File: src/rtl/ffilt_pkg.sv
`timescale 1ns/1ps
package ffilt_pkg;

    // Frame type codes (frame control bits 2:0)
    typedef enum logic [2:0] {
        FT_BEACON = 3'd0,
        FT_DATA   = 3'd1,
        FT_ACK    = 3'd2,
        FT_CMD    = 3'd3,
        FT_RSV4   = 3'd4,
        FT_RSV5   = 3'd5,
        FT_RSV6   = 3'd6,
        FT_RSV7   = 3'd7
    } ftype_e;

    // Destination addressing mode
    typedef enum logic [1:0] {
        DAM_NONE  = 2'd0,
        DAM_RSVD  = 2'd1,
        DAM_SHORT = 2'd2,
        DAM_EXT   = 2'd3
    } dam_e;

    localparam int STAT_W = 8;

    // Per-frame status byte
    typedef struct packed {
        logic         crc_ok;
        logic         accepted;
        logic         matched;
        logic         prom;
        logic         ack_bit;
        ftype_e       ftype;
    } rx_stat_t;

    // Registered state of the filter
    typedef struct packed {
        logic     irq_end;
        logic     irq_match;
        logic     crc_valid;
        rx_stat_t status;
        logic     accept;
        logic     ack;
    } flt_state_t;

endpackage

File: src/rtl/ffilt_cfg_zero.sv
`timescale 1ns/1ps
// Detects an all-zero node identity, one byte lane at a time.
module ffilt_cfg_zero #(
    parameter int PAN_W   = 16,
    parameter int SHORT_W = 16,
    parameter int EXT_W   = 64
) (
    input  logic [SHORT_W-1:0] own_short,
    input  logic [PAN_W-1:0]   own_pan,
    input  logic [EXT_W-1:0]   own_ext,
    output logic               all_zero
);
    localparam int NBYTES = EXT_W / 8;

    logic [NBYTES-1:0] lane_zero;

    for (genvar g = 0; g < NBYTES; g++) begin : g_lane
        assign lane_zero[g] = ~|own_ext[g*8 +: 8];
    end

    assign all_zero = (&lane_zero) & ~|own_short & ~|own_pan;

endmodule

File: src/rtl/ffilt_addr_match.sv
`timescale 1ns/1ps
// Destination address comparison against the node identity.
module ffilt_addr_match import ffilt_pkg::*; #(
    parameter int PAN_W   = 16,
    parameter int SHORT_W = 16,
    parameter int EXT_W   = 64
) (
    input  dam_e               dst_mode,
    input  logic [PAN_W-1:0]   dst_pan,
    input  logic [EXT_W-1:0]   dst_addr,
    input  logic [SHORT_W-1:0] own_short,
    input  logic [PAN_W-1:0]   own_pan,
    input  logic [EXT_W-1:0]   own_ext,
    output logic               hit
);
    logic pan_ok;
    logic short_ok;
    logic ext_ok;

    always_comb begin
        pan_ok   = (dst_pan == own_pan) || (dst_pan == {PAN_W{1'b1}});
        short_ok = (dst_addr[SHORT_W-1:0] == own_short) ||
                   (dst_addr[SHORT_W-1:0] == {SHORT_W{1'b1}});
        ext_ok   = (dst_addr == own_ext);
        unique case (dst_mode)
            DAM_SHORT: hit = pan_ok && short_ok;
            DAM_EXT:   hit = pan_ok && ext_ok;
            default:   hit = 1'b0;
        endcase
    end

endmodule

File: src/rtl/ffilt_decide.sv
`timescale 1ns/1ps
// Accept and acknowledge decision for one frame.
module ffilt_decide import ffilt_pkg::*; (
    input  ftype_e ftype,
    input  logic   ack_bit,
    input  logic   hit,
    input  logic   fcs_ok,
    input  logic   prom_active,
    input  logic   rsv_en,
    input  logic   rsv_as_data,
    input  logic   ack_off,
    output logic   accept,
    output logic   ack
);
    logic is_rsv;

    always_comb begin
        is_rsv = (ftype > FT_CMD);
        if (prom_active) begin
            accept = 1'b1;
        end else if (!is_rsv) begin
            accept = hit;
        end else if (!rsv_en) begin
            accept = 1'b0;
        end else if (rsv_as_data) begin
            accept = hit;
        end else begin
            accept = 1'b1;
        end
        ack = fcs_ok && hit && ack_bit && !ack_off;
    end

endmodule

File: src/rtl/rx_frame_filter.sv
`timescale 1ns/1ps
// Receive frame filter: registers the per-frame verdict and interrupts.
module rx_frame_filter import ffilt_pkg::*; #(
    parameter int PAN_W   = 16,
    parameter int SHORT_W = 16,
    parameter int EXT_W   = 64
) (
    input  logic               clk,
    input  logic               rst_n,
    input  logic               rx_done,
    input  logic               rx_fcs_ok,
    input  logic [2:0]         rx_ftype,
    input  logic               rx_ack_bit,
    input  logic [1:0]         rx_dst_mode,
    input  logic [PAN_W-1:0]   rx_dst_pan,
    input  logic [EXT_W-1:0]   rx_dst_addr,
    input  logic [SHORT_W-1:0] own_short,
    input  logic [PAN_W-1:0]   own_pan,
    input  logic [EXT_W-1:0]   own_ext,
    input  logic               prom_en,
    input  logic               ack_off,
    input  logic               rsv_en,
    input  logic               rsv_as_data,
    input  logic               irq_clear,
    output logic               irq_end,
    output logic               irq_match,
    output logic               crc_valid,
    output logic [STAT_W-1:0]  rx_status,
    output logic               frame_accept,
    output logic               ack_req
);
    flt_state_t st_d, st_q;

    logic   id_zero;
    logic   prom_active;
    logic   hit;
    logic   acc;
    logic   ack;
    ftype_e ftype;

    assign ftype       = ftype_e'(rx_ftype);
    assign prom_active = prom_en && id_zero;

    ffilt_cfg_zero #(
        .PAN_W(PAN_W), .SHORT_W(SHORT_W), .EXT_W(EXT_W)
    ) i_cfg_zero (
        .own_short(own_short),
        .own_pan  (own_pan),
        .own_ext  (own_ext),
        .all_zero (id_zero)
    );

    ffilt_addr_match #(
        .PAN_W(PAN_W), .SHORT_W(SHORT_W), .EXT_W(EXT_W)
    ) i_addr_match (
        .dst_mode (dam_e'(rx_dst_mode)),
        .dst_pan  (rx_dst_pan),
        .dst_addr (rx_dst_addr),
        .own_short(own_short),
        .own_pan  (own_pan),
        .own_ext  (own_ext),
        .hit      (hit)
    );

    ffilt_decide i_decide (
        .ftype      (ftype),
        .ack_bit    (rx_ack_bit),
        .hit        (hit),
        .fcs_ok     (rx_fcs_ok),
        .prom_active(prom_active),
        .rsv_en     (rsv_en),
        .rsv_as_data(rsv_as_data),
        .ack_off    (ack_off),
        .accept     (acc),
        .ack        (ack)
    );

    always_comb begin
        st_d     = st_q;
        st_d.ack = 1'b0;
        if (irq_clear) begin
            st_d.irq_end   = 1'b0;
            st_d.irq_match = 1'b0;
        end
        if (rx_done) begin
            st_d.irq_end           = 1'b1;
            st_d.irq_match         = st_d.irq_match | hit;
            st_d.crc_valid         = rx_fcs_ok;
            st_d.status.crc_ok     = rx_fcs_ok;
            st_d.status.accepted   = acc;
            st_d.status.matched    = hit;
            st_d.status.prom       = prom_active;
            st_d.status.ack_bit    = rx_ack_bit;
            st_d.status.ftype      = ftype;
            st_d.accept            = acc;
            st_d.ack               = ack;
        end
    end

    always_ff @(posedge clk) begin
        if (!rst_n) begin
            st_q <= '0;
        end else begin
            st_q <= st_d;
        end
    end

    assign irq_end      = st_q.irq_end;
    assign irq_match    = st_q.irq_match;
    assign crc_valid    = st_q.crc_valid;
    assign rx_status    = st_q.status;
    assign frame_accept = st_q.accept;
    assign ack_req      = st_q.ack;

endmodule

File: config.mk
export PLATFORM = sky130hd
export DESIGN_NAME = rx_frame_filter
export DESIGN_NICKNAME = d
export VERILOG_FILES = /design/src/rtl/ffilt_pkg.sv /design/src/rtl/ffilt_cfg_zero.sv /design/src/rtl/ffilt_addr_match.sv /design/src/rtl/ffilt_decide.sv /design/src/rtl/rx_frame_filter.sv
export SDC_FILE = /design/constraint.sdc
export NUM_CORES = 1
export LEC_CHECK = 0
export BUFFER_PORTS_ARGS = -buffer_cell sky130_fd_sc_hd__buf_2
export CORE_MARGIN = 3
export CORE_UTILIZATION = 35
export DETAILED_ROUTE_END_ITERATION = 12
export PLACE_DENSITY = 0.78
export SETUP_SLACK_MARGIN = 0.2
export SLEW_MARGIN = 20
export SYNTH_ARGS = -nofsm -noshare
export SYNTH_HDL_FRONTEND = slang
export SYNTH_SLANG_ARGS = --single-unit
File: constraint.sdc
create_clock -name clk -period 2.9 [get_ports clk]
set_clock_uncertainty 0.1 [all_clocks]
set_input_delay 0.145 -clock clk [delete_from_list [all_inputs] [get_ports clk]]
set_output_delay 0.145 -clock clk [all_outputs]
set_load 0.02 [all_outputs]
Word-level counts from Yosys, hierarchy flattened:

Index checks and enable logic that the tools add are counted.
Widths: inputs -> output; s select.

* latch bits: 0
* memory bits (read-only): 0
* register bits after elaboration: 11
* memories kept: 0
* output and inout port bits: 13
* input bits: 191
* memory bits (writable): 0

* equality and inequality tests: 7
* mux-type cells: 7
* order comparisons: 1
* multipliers: 0
* shift-type cells: 0
* reduce and logical (&&, ||, !) cells: 32
* add/subtract/negate cells: 0
* bitwise operators: 3
* div/mod/pow operators: 0

Operator list (number)
* $eq 64x64->1: 1
* $reduce_or 8->1: 8
* $eq 16x16->1: 2
* $eq 16x16->1 const B: 2
* $reduce_or 16->1: 2
* $mux 13: 1
* $logic_not 1->1: 11
* $reduce_and 8->1: 1
* $logic_and 1x1->1: 6
* $eq 2x2->1 const B: 2
* $mux 1: 4
* $gt 3x2->1 const B: 1
* $and 1x1->1: 2
* $logic_or 1x1->1: 2
* $mux 2: 1
* $pmux 1 s2: 1
* $reduce_and 2->1: 1
* $reduce_bool 2->1: 1
* $or 1x1->1: 1

Depth between registers and ports, before layout:

* depth after elaboration: 9
* mapped depth: 6
* mapped depth without buffers: 6

By module:

A second synthesis with hierarchy kept.

* cells, all modules: 238
* area total of the unflattened synthesis: 1863.0 µm²

Modules (own cells, without submodules)
* ffilt_addr_match: cells an instance 162, times used 1, area each 1186.1 µm²
* rx_frame_filter: cells an instance 39, times used 1, area each 424.2 µm²
* ffilt_cfg_zero: cells an instance 32, times used 1, area each 211.5 µm²
* ffilt_decide: cells an instance 5, times used 1, area each 41.3 µm²

Worst setup path before layout:

No wires, ideal clock.

* path type: input to register
* start: input port own_ext[11]
* end: register st_q (netlist bit ack_req)
* cell stages on the path: 6
* setup time: 0.088 ns
* arrival time: 1.262 ns
* path slack: 1.450 ns
* data required time: 2.712 ns
* cells stage by stage: xnor2_1 > nand4_1 > nor4_1 > nand4_1 > o31a_1 > nor4_2

* cells in the longest elaborated chain, start to end: 6

RTL lines
* start, declared: RTL line rx_frame_filter.sv:19 `input logic [EXT_W-1:0] own_ext,`
* $eq 64x64->1: RTL line ffilt_addr_match.sv:24 `ext_ok = (dst_addr == own_ext);`
* $logic_and 1x1->1: RTL line ffilt_addr_match.sv:27 `DAM_EXT: hit = pan_ok && ext_ok;`
* $pmux 1 s2: RTL line ffilt_addr_match.sv:25 `unique case (dst_mode)`
* $logic_and 1x1->1 (3 in a row): RTL line ffilt_decide.sv:30 `ack = fcs_ok && hit && ack_bit && !ack_off;`
* end signal, assigned: RTL line rx_frame_filter.sv:104 `st_q <= st_d;`
* end, declared: RTL line rx_frame_filter.sv:32 `flt_state_t st_d, st_q;`

No other way between the ends.
A chain may end at the register's enable or synchronous reset.

Worst setup path in the final report:

* start: input port own_ext[25]
* end: register st_q (netlist bit frame_accept)

* cells in the longest elaborated chain, start to end: 7
* elaborated cells on any way between the ends: 13
* classes of those cells: eq/ne: 1; mux: 5; bitwise: 2; reduce/logical: 5

RTL lines
* $eq 64x64->1 or $reduce_or 8->1 (tied branches): RTL line ffilt_addr_match.sv:24, ffilt_cfg_zero.sv:18
* $logic_and 1x1->1 or $logic_not 1->1 (tied branches): RTL line ffilt_addr_match.sv:27, ffilt_cfg_zero.sv:18
* $pmux 1 s2 or $reduce_and 8->1 (tied branches): RTL line ffilt_addr_match.sv:25, ffilt_cfg_zero.sv:21
* $mux 1 or $and 1x1->1 (tied branches): RTL line ffilt_decide.sv:25, ffilt_cfg_zero.sv:21
* $mux 1 or $and 1x1->1 (tied branches): RTL line ffilt_decide.sv:23, ffilt_cfg_zero.sv:21
* $mux 1 or $logic_and 1x1->1 (tied branches): RTL line ffilt_decide.sv:21, rx_frame_filter.sv:42
* $mux 1 (*): RTL line ffilt_decide.sv:19 `if (prom_active) begin`

Every way passes the cells marked *; elsewhere a longest branch is shown, timed or not.

==> results by group <==
STA
  • Setup repair after global routing missed its margin: no
  • Count of final setup violators: 0
  • Rel. slew slack: just over 60%
  • Setup TNS: 0 ps
  • Setup slack after layout: roughly 1100 ps
  • Final Cycle Share: 61.1%
  • Least-Margin Pin Slew: 571 ps
  • Final Max Slew Viols: 0
  • Final Hold Fails: 0
  • Final worst path period need: approximately 1800 ps
  • Peak Freq: about 560 MHz

Final layout
  • Diodes inserted: 0
  • Register area: between 200 and 250 um2
  • Nets: 660
  • Area of the multi-input gates: ~1800 um2
  • Layout fillers: ~570
  • Share of layout cells above drive strength 1: around 47%
  • Area Overhead vs Synth: 53.3%

Global route
  • Overflow after GRT: 0
  • Met2 Usage GRT: 51.8%
  • Initial antenna violation count: 0
  • Largest net degree at the start of global routing: 14
  • First-pass GRT wire length: between 15000 and 20000 um
  • Met3 Resource Use GR: 2.07%
  • Number of global-route vias before repair: 3107
  • Most used routing layer: met2
  • Met1 Use GR: approximately 35%
  • Total track usage: about 28%

Floorplan
  • Die Y-Extent: 83.8 um
  • I/O pin cnt: around 200
  • Core area: 5680 um2
  • Std-Cell Rows: 27
  • Initial Util: between 30% and 40%
  • DIE WIDTH: approximately 84 um
  • Die area: roughly 7000 um2

Yosys
  • Avg Inst Size Synth: around 8 um2
  • Syn Nets: around 460
  • Post-synth ARST share: 0%
  • EDFF count, synth: 0
  • Ys flop type: dfxtp_1
  • Cell Area, Synth: between 2000 and 2500 um2
  • Seq/Total Area, Yosys: a little over a tenth
  • Cell count after synthesis: between 200 and 300
  • Yosys cell types: 39
  • Yosys reg bits: 11
  • YS warnings: 0

Clock tree
  • H-tree depth: 1
  • Cts repair resizes: 0
  • Worst-Skew Late Latency: around 240 ps
  • Setup bufs post-CTS: 0
  • Max Root-Sink Buffers: 2
  • Root buffer cell: clkbuf_8
  • Hold bufs inserted after CTS: 1
  • CTS tree: built
  • TritonCTS Sinks: 11
  • TritonCTS buffer count: 3
  • CTS clock-pin slew for the worst setup and hold paths: approximately 50 ps

Routing
  • # DRC: 0
  • WL per Instance: approximately 19 um
  • Via density: between 5 and 6
  • Drt first pass iters: 4
  • ANT nets after route: 0
  • Routed WL: around 10000 um
  • DR vias: 2963
  • Iter 0 DRT Violations: 238

Worst setup path
  • Critical path launch point type: input port
  • R2r startpoint: frame_accept
  • CP max FO: 2
  • Setup slack, reg-to-reg: 1930 ps
  • Critical path type: in -> reg
  • WP data arrival: 1830 ps
  • CP Data Required Time: ~3000 ps
  • R2R depth: 3
  • Setup crit end kind: flip-flop
  • CP startpoint: own_ext[25]
  • R2r endpoint: frame_accept

Placed design
  • GP Congestion: approximately 1.0
  • Place WS: 892 ps
  • Port Buf Inserts: 203
  • DP Wirelength: 9410 um

Hold path
  • Hold EP: rx_status[0]
  • Hold Path Origin: rx_ftype[0]
  • HP Class: in -> reg
  • Hold depth: 3

Job
  • Max_cap viols: 0

Power
  • Power per cell area: between 200 and 250 nW/um2
  • VDD IR max: 0.130 mV
  • Leak: about 1.4 nW

Status
  • Status: complete, no violations
==> cell usage in the layout (no fill, tap or decap), types with 3 or more instances in the layout <==
cell type and n:
buf_2 203, clkbuf_8 3, dfxtp_1 11, inv_1 4
mux2i_1 5, nand2_1 5, nand2b_1 16, nand3_1 7
nand4_1 48, nor2_1 4, nor2b_1 6, nor3_1 4
nor4_1 29, nor4_2 4, nor4b_1 3, o21ai_1 3
xnor2_1 79, xnor2_2 4, xor2_1 5
==> cells in the mapped netlist (2+ instances only) <==
cell	number	share of area [%]
inv_1	4	0.71
a21boi_1	2	0.71
xnor2_1	79	33
nor2b_1	6	1.8
nand3_1	7	1.7
nor3_1	4	0.95
nand4_1	48	14
nand2b_1	16	4.7
dfxtp_1	11	10
xor2_1	5	2.1
o2111ai_1	2	0.83
xnor2_2	4	3.1
nand3b_1	2	0.71
buf_4	2	0.71
o31a_1	2	0.83
mux2i_1	5	2.4
nor4_2	4	2.4
o21ai_1	3	0.71
nor4_1	29	8.6
nand2_1	5	0.89
nor2_1	4	0.71
nor4b_1	3	1.2
==> worst max path at each step <==
stage	to	cells after the start
after global routing	frame_accept	7
final	frame_accept	7
after CTS	frame_accept	7
after detailed placement	frame_accept	7
after floorplan	ack_req	6
after global placement	frame_accept	7
==> cell families (layout without fill, tap and decap cells) <==
family / after synthesis / after routing / share of synthesized area, %
DFF: 11 / 11 / 10.4
buffers and inverters: 8 / 212 / 2.25
AOI/OAI and AO/OA: 15 / 15 / 5.09
and+or+nand+nor: 136 / 136 / 41.3
xor gates and xnor gates: 89 / 89 / 38.6
muxes: 5 / 5 / 2.37
==> critical path: stages <==
cell      delay [ps]
buf_2            120
nor4_1           400
nand4_1          160
nor4_1           460
a21boi_1         160
a31o_1           240
a21oi_1          150
==> final cells by class <==
class                           instances  area share, %
Clock buffer                            4           1.39
Inverter                                4          0.463
Multi-Input combinational cell        245           57.0
Sequential cell                        11           6.79
Tap cell                               72           2.78
Timing Repair Buffer                  204           31.6
==> registers in the layout (all words and copies together) (netlist names) <==
name and cells:
frame_accept 1, irq_match 1, irq_end 1, rx_status 7, ack_req 1
==> where the power goes <==
part	leakage (nW)	switching, W	internal, W
logic	1.25	0.000227	0.000218
registers	0.0901	0.00000314	0.000157
clock network	0.0228	0.0000612	0.0000969
total	1.36	0.000291	0.000472
==> per-layer routing <==
layer | part of all wire [%] | up-vias
met3 | 8.6 | 16
met1 | 40 | 1351
met2 | 50 | 177
met5 | 0 | -
li1 | - | 1419
met4 | 1.9 | 0
==> through the flow <==
stage / hold slack (ps) / power [W] / cells / cell area (um2) / utilization [%]
after floorplan: 116 / 0.000364 / 264 / 2120 / -
after global placement: 216 / 0.000597 / 535 / 3190 / 56.2
after detailed placement: 223 / 0.000601 / 535 / 3190 / 56.2
after CTS: 73.3 / 0.000763 / 540 / 3240 / 57.2
after global routing: 96.7 / 0.000810 / 540 / 3240 / 57.2
final: 73.5 / 0.000763 / 540 / 3240 / 57.2
No activity file was read; power rests on OpenSTA's default activity.
